<file path="src/rtl/ivu_pkg.sv">
package ivu_pkg;
  localparam int unsigned REG_AW = 8;
  localparam int unsigned REG_DW = 16;
  localparam logic [REG_AW-1:0] OFS_MASK   = 8'h04;
  localparam logic [REG_AW-1:0] OFS_STATUS = 8'h08;
  localparam logic [REG_AW-1:0] OFS_VECTOR = 8'h28;
  localparam int unsigned BUSY_BIT   = 12;
  localparam int unsigned RSFULL_BIT = 11;
endpackage

</file>
<file path="src/rtl/ivu_flag_bank.sv">
module ivu_flag_bank #(
  parameter int unsigned N = 7
) (
  input  logic         clk_i,
  input  logic         rst_ni,
  input  logic [N-1:0] set_i,
  input  logic [N-1:0] clr_i,
  output logic [N-1:0] flags_o
);
  logic [N-1:0] flags_q;

  for (genvar k = 0; k < N; k++) begin : g_flag
    always_ff @(posedge clk_i or negedge rst_ni) begin
      if (!rst_ni)          flags_q[k] <= 1'b0;
      else if (set_i[k])    flags_q[k] <= 1'b1;  // set wins over clear
      else if (clr_i[k])    flags_q[k] <= 1'b0;
    end
  end

  assign flags_o = flags_q;
endmodule

</file>
<file path="src/rtl/ivu_prio_enc.sv">
module ivu_prio_enc #(
  parameter int unsigned N  = 7,
  parameter int unsigned CW = $clog2(N + 1)
) (
  input  logic [N-1:0]  req_i,
  output logic [CW-1:0] code_o,
  output logic [N-1:0]  grant_o
);
  // lowest index wins; code is index + 1, 0 means none
  always_comb begin
    code_o  = '0;
    grant_o = '0;
    for (int i = N - 1; i >= 0; i--) begin
      if (req_i[i]) begin
        code_o     = CW'(i + 1);
        grant_o    = '0;
        grant_o[i] = 1'b1;
      end
    end
  end
endmodule

</file>
<file path="src/rtl/i2c_irq_vector.sv">
module i2c_irq_vector
  import ivu_pkg::*;
#(
  parameter int unsigned NUM_SRC = 7,
  parameter int unsigned AW      = REG_AW,
  parameter int unsigned DW      = REG_DW
) (
  input  logic               clk_i,
  input  logic               rst_ni,
  input  logic [NUM_SRC-1:0] evt_i,
  input  logic               busy_i,
  input  logic               rsfull_i,
  input  logic               reg_wr_i,
  input  logic               reg_rd_i,
  input  logic [AW-1:0]      reg_addr_i,
  input  logic [DW-1:0]      reg_wdata_i,
  output logic [DW-1:0]      reg_rdata_o,
  output logic               irq_o
);
  localparam int unsigned CW = $clog2(NUM_SRC + 1);

  logic [NUM_SRC-1:0] flags_q, mask_q, pend, grant, clr;
  logic [CW-1:0]      vec_code;
  logic [DW-1:0]      status_word, rdata_d, rdata_q;
  logic               wr_status, wr_mask, rd_vec;
  logic               unused_wdata;

  assign unused_wdata = ^reg_wdata_i[DW-1:NUM_SRC];

  assign wr_status = reg_wr_i && (reg_addr_i == AW'(OFS_STATUS));
  assign wr_mask   = reg_wr_i && (reg_addr_i == AW'(OFS_MASK));
  assign rd_vec    = reg_rd_i && (reg_addr_i == AW'(OFS_VECTOR));

  assign clr = (wr_status ? reg_wdata_i[NUM_SRC-1:0] : '0)
             | (rd_vec    ? grant                    : '0);

  ivu_flag_bank #(.N(NUM_SRC)) u_flags (
    .clk_i   (clk_i),
    .rst_ni  (rst_ni),
    .set_i   (evt_i),
    .clr_i   (clr),
    .flags_o (flags_q)
  );

  assign pend = flags_q & mask_q;

  ivu_prio_enc #(.N(NUM_SRC), .CW(CW)) u_prio (
    .req_i   (pend),
    .code_o  (vec_code),
    .grant_o (grant)
  );

  always_ff @(posedge clk_i or negedge rst_ni) begin
    if (!rst_ni)      mask_q <= '0;
    else if (wr_mask) mask_q <= reg_wdata_i[NUM_SRC-1:0];
  end

  always_comb begin
    status_word                      = '0;
    status_word[NUM_SRC-1:0]         = flags_q;
    status_word[RSFULL_BIT]          = rsfull_i;
    status_word[BUSY_BIT]            = busy_i;
  end

  always_comb begin
    rdata_d = '0;
    unique case (reg_addr_i)
      AW'(OFS_MASK):   rdata_d[NUM_SRC-1:0] = mask_q;
      AW'(OFS_STATUS): rdata_d              = status_word;
      AW'(OFS_VECTOR): rdata_d[CW-1:0]      = vec_code;
      default:         rdata_d              = '0;
    endcase
  end

  always_ff @(posedge clk_i or negedge rst_ni) begin
    if (!rst_ni)       rdata_q <= '0;
    else if (reg_rd_i) rdata_q <= rdata_d;
  end

  assign reg_rdata_o = rdata_q;
  assign irq_o       = |pend;
endmodule

</file>
<file path="config.mk">
export PLATFORM = sky130hd
export DESIGN_NAME = i2c_irq_vector
export DESIGN_NICKNAME = d
export VERILOG_FILES = /design/src/rtl/ivu_pkg.sv /design/src/rtl/ivu_flag_bank.sv /design/src/rtl/ivu_prio_enc.sv /design/src/rtl/i2c_irq_vector.sv
export SDC_FILE = /design/constraint.sdc
export NUM_CORES = 1
export LEC_CHECK = 0
export ABC_CLOCK_PERIOD_IN_PS = 2600
export BUFFER_PORTS_ARGS = -buffer_cell sky130_fd_sc_hd__buf_2
export CAP_MARGIN = 20
export CORE_MARGIN = 1.5
export CORE_UTILIZATION = 48
export DETAILED_ROUTE_END_ITERATION = 10
export PLACE_DENSITY = 0.83
export SLEW_MARGIN = 10
export SYNTH_ARGS = -nofsm -noshare
export SYNTH_HDL_FRONTEND = slang
export SYNTH_HIERARCHICAL = 1
export SYNTH_SLANG_ARGS = --single-unit
export TNS_END_PERCENT = 100
</file>
<file path="constraint.sdc">
create_clock -name clk_i -period 2.6 [get_ports clk_i]
set_clock_uncertainty 0.05 [all_clocks]
set_input_delay 0.52 -clock clk_i [delete_from_list [all_inputs] [get_ports clk_i]]
set_output_delay 0.52 -clock clk_i [all_outputs]
set_load 0.01 [all_outputs]
</file>
---- Word level (Yosys, flattened, before mapping) ----
Cells that the tools add are included.
word-level totals
  bits in registers ....................... 30
  bits of input ports ..................... 37
  output and inout port bits .............. 17
  word-level logic and storage cells ...... 58
cells by class
  equal/unequal tests ..................... 3
  multiplexer cells ....................... 33
  bitwise operators ....................... 2
  reductions and logical operators ........ 11
operator list
  cell                                                             number
  7-bit 2-to-1 mux                                                 9
  3-bit 2-to-1 mux                                                 7
  1-bit 2-to-1 mux                                                 14
  2-bit nonzero test                                               7
  3-bit case mux with 3 select lines                               1
  8-bit by 3-bit == test with 1-bit output, second input constant  1
  8-bit by 4-bit == test with 1-bit output, second input constant  1
  8-bit by 6-bit == test with 1-bit output, second input constant  1
  4-bit case mux with 2 select lines                               1
  7-bit AND                                                        1
  7-bit OR                                                         1
  7-bit OR reduction                                               1
  6-bit 2-to-1 mux                                                 1
  1-bit logical AND                                                3

---- Longest topological paths before layout ----
  depth in word-level cells ............... 12
  depth in mapped cells ................... 7
  mapped depth without buffers ............ 7

---- Modules after synthesis ----
The synthesis kept the hierarchy.
by module, submodules not included
  module          instances  cells each  area an instance (um^2)
  i2c_irq_vector  1          95          991.0
  ivu_flag_bank   1          21          254.0
  ivu_prio_enc    1          20          131.4

---- Least setup slack after synthesis ----
Ideal clock, no wire load.
  kind .................................... reg-to-output
  start ................................... register mask_q[0]
  end ..................................... output irq_o
  arrival ................................. 1512 ps
  data required time ...................... 2030 ps
  slack ................................... 518 ps
  stages on the path, launching flop included .. 4
  path buffers ............................ 0
  cell sequence ........................... dfrtp_1 -> and2_1 -> or4_1 -> or4_1
between the ends
  word-level cells in the longest chain between the ends .. 2
ends and longest elaborated chain
  item                    line                  source
  from (decl)             i2c_irq_vector.sv:22  logic [NUM_SRC-1:0] flags_q, mask_q, pend, grant, clr;
  from (signal assigned)  i2c_irq_vector.sv:55  else if (wr_mask) mask_q <= reg_wdata_i[NUM_SRC-1:0];
  7-bit AND               i2c_irq_vector.sv:45  assign pend = flags_q & mask_q;
  named net pend[0]       i2c_irq_vector.sv:22
  7-bit OR reduction      i2c_irq_vector.sv:81  assign irq_o = |pend;
  to (decl)               i2c_irq_vector.sv:18  output logic irq_o
The timed path passes the listed nets, and every way through them passes these cells.

---- Worst setup path in the final report ----
  start ................................... register mask_q[3]
  end ..................................... output irq_o
Same word-level chain as after synthesis.

==> metrics.csv <==
metric;value;unit
WL final;2690;um
WL/cell;13.3;um
# IOs;54;
synthesis-stage register bit count;23;
Syn-to-layout area delta;14.9;%
CTS Root Cell;clkbuf_4;
maximum VDD drop;0.000271;V
placed cell area;0.00154;mm2
Synth Instances;136;
switch share;27.0;%
predominant post-synthesis flop cell;dfrtp_1;
Slew HR;66.4;%
Total Power;642;uW
sequential power share;57.2;%
Cell Pwr Density;406;mW/mm2
Gate power share;16.1;%
GRT overflow;0;
internal power;468;uW
Reg clk slew, reported paths;0.14;ns
critical path's largest stage delay;0.48;ns
Avg Inst Size Synth;10.1;um2
Period minus WS final;2.54;ns
Top Family by Delay on Critical Path;simple AND/OR/NAND/NOR gates;
Startpoint Class;flip-flop;
Initial Utilization;50.3;%
TritonRoute pass-1 iters;4;
cell with the most instances on the worst path;or4_1;
Clock Path Buffers;2;
die area;0.00320;mm2
FP Rows;19;
Die Y-Extent;56.5;um
RSZ-0062 raised after global routing;yes;
max-slew violations;0;
worst path cell trace;and2_4 > or4_1 > or4_1 > buf_2;
most common cell in the netlist;dfrtp_1;
TritonCTS Buffers;3;
crit share post-route;97.6;%
most frequent cells after synthesis;23 x dfrtp_1, 18 x inv_1, 8 x a22o_1, 8 x buf_4, 7 x a21o_1;
diodes inserted;0;
Worst setup EP type;output pin;
Antenna Nets Post-Route;0;
Data required, critical path;2.03;ns
Worst Path Max Fanout;6;
outcome;complete, no violations;
Slowest cell on crit path;or4_1;
Core Area;0.00273;mm2
WHS;0.0956;ns
layout cells sized above 1;34.9;%
clk sinks;23;
cell area after synthesis;0.00138;mm2
register area;576;um2
Total Nets Final;210;
CTS tree;built;
library cells used by synthesis;38;
endpoints failing hold;0;
Lkg Pwr;0.000724;uW
worst setup path category;flip-flop to output pin;
port bufs;37;
fmax;394;MHz
area occupied by multi-input gates;679;um2
fill count;247;
DR iter-0 viols;13;
CP Buf/Inv Count;1;
final setup fails;0;
GP Congestion;0.810;
register area share after synthesis;41.8;%
initial antenna violation count;0;
Synth top area share;41.8;%
number of enable flip-flop cells after synthesis;0;
sw power;173;uW
drt via density;5.38;
DR vias;1093;
Async S/R FF share, synth;100;%
top cells by area, synth;dfrtp_1 42%, a22o_1 5.1%, inv_1 4.9%, mux2_2 4.9%, buf_4 4.4%;
clk_lat worst skew;0.31;ns
DRC;0;
Worst-Margin Slew;0.504;ns
Hold Crit Class;primary input to asynchronous set/reset pin;
largest net degree at the start of global routing;24;
die width;56.5;um
fin area;0.00158;mm2
CTS H-tree lvls;1;
Data arrival, critical path;1.97;ns
Synth area leader;dfrtp_1;
clock power share;26.6;%
Layout Utilization;57.8;%
Max Cap Viol;0;
Total GRT Usage;18.3;%
vias in the first global route;1081;
YS warnings;6;
CTS Hold Buffers Added;0;
dpl hpwl;2070;um
global-route wire length before repair;4630;um
[what timing repair did]
action | CTS | global route
setup buffers | 0 | 1
setup endpoints to repair | 1 | 1
gates cloned | 0 | 0
resized for setup | 1 | 1
[flip-flops by register name (all words and copies together), names as in the netlist]
signal,cells
u_flags/flags_o,7
reg_rdata_o,9
mask_q,7
[area by class of cell]
type	count	share of cell area, %
Clock buffer	3	1.42
Clock inverter	1	0.316
Inverter	18	4.27
Multi-Input combinational cell	89	43.0
Sequential cell	23	36.4
Tap cell	31	2.45
Timing Repair Buffer	38	12.2
[per-stage QoR]
stage                     setup TNS (ns)  std cells  setup slack (ns)
after floorplan                        0        142             0.518
after global placement                 0        198             0.364
after detailed placement               0        198             0.364
after CTS                              0        202            0.0140
after global routing             -0.0105        203           -0.0105
final                                  0        203            0.0613
[path summary, 6_finish.rpt]
check                                                  to                            from  slack [ns]  depth (start not counted)
max                                                 irq_o           mask_q[3]$_DFFE_PN0P_        0.06                          4
min                        u_flags/flags_o[4]$_DFFE_PN0P_                          rst_ni         0.1                          1
max reg2reg                u_flags/flags_o[5]$_DFFE_PN0P_  u_flags/flags_o[2]$_DFFE_PN0P_        0.89                          7
min reg2reg                u_flags/flags_o[1]$_DFFE_PN0P_  u_flags/flags_o[1]$_DFFE_PN0P_        0.47                          1
max in group asynchronous  u_flags/flags_o[2]$_DFFE_PN0P_                          rst_ni        2.06                          1
min in group clk_i         u_flags/flags_o[4]$_DFFE_PN0P_                        evt_i[4]        0.32                          2
[logic make-up (layout without fill, tap and decap cells)]
group / after synthesis / after routing / share of synthesized area, %
compound gates: 40 / 40 / 20.8
simple gates: 35 / 35 / 20.7
buf+inv: 30 / 60 / 10.6
flops: 23 / 23 / 41.8
mux: 7 / 7 / 5.73
other cells: 1 / 7 / 0.272
[layer usage]
metal | up-vias | part of all wire [%] | GRT usage [%]
met5 | - | 0 | 0
met4 | 0 | 0.71 | 8.50
met3 | 2 | 4.3 | 2.53
met2 | 27 | 51 | 30.7
met1 | 518 | 44 | 23.3
li1 | 546 | - | -
[power groups by stage]
stage / Clock, uW / Sequential (uW) / Combinational (uW)
finish: 171 / 367 / 104
global route: 189 / 368 / 114
CTS: 175 / 367 / 103
detailed placement: 0 / 374 / 102
global placement: 0 / 374 / 99.2
floorplan: 0 / 373 / 63.6
[layout by cell type (no fill, tap or decap), types with 5 or more instances in the layout]
cell type,netlist,final
a21o_1,7,7
nor2_1,5,5
inv_1,18,18
a22oi_1,5,5
dfrtp_1,23,23
a22o_1,8,8
conb_1,1,7
o21ai_0,6,6
buf_2,3,37
mux2_2,6,6
a21oi_1,5,5
Power figures use the tool's default switching activity.
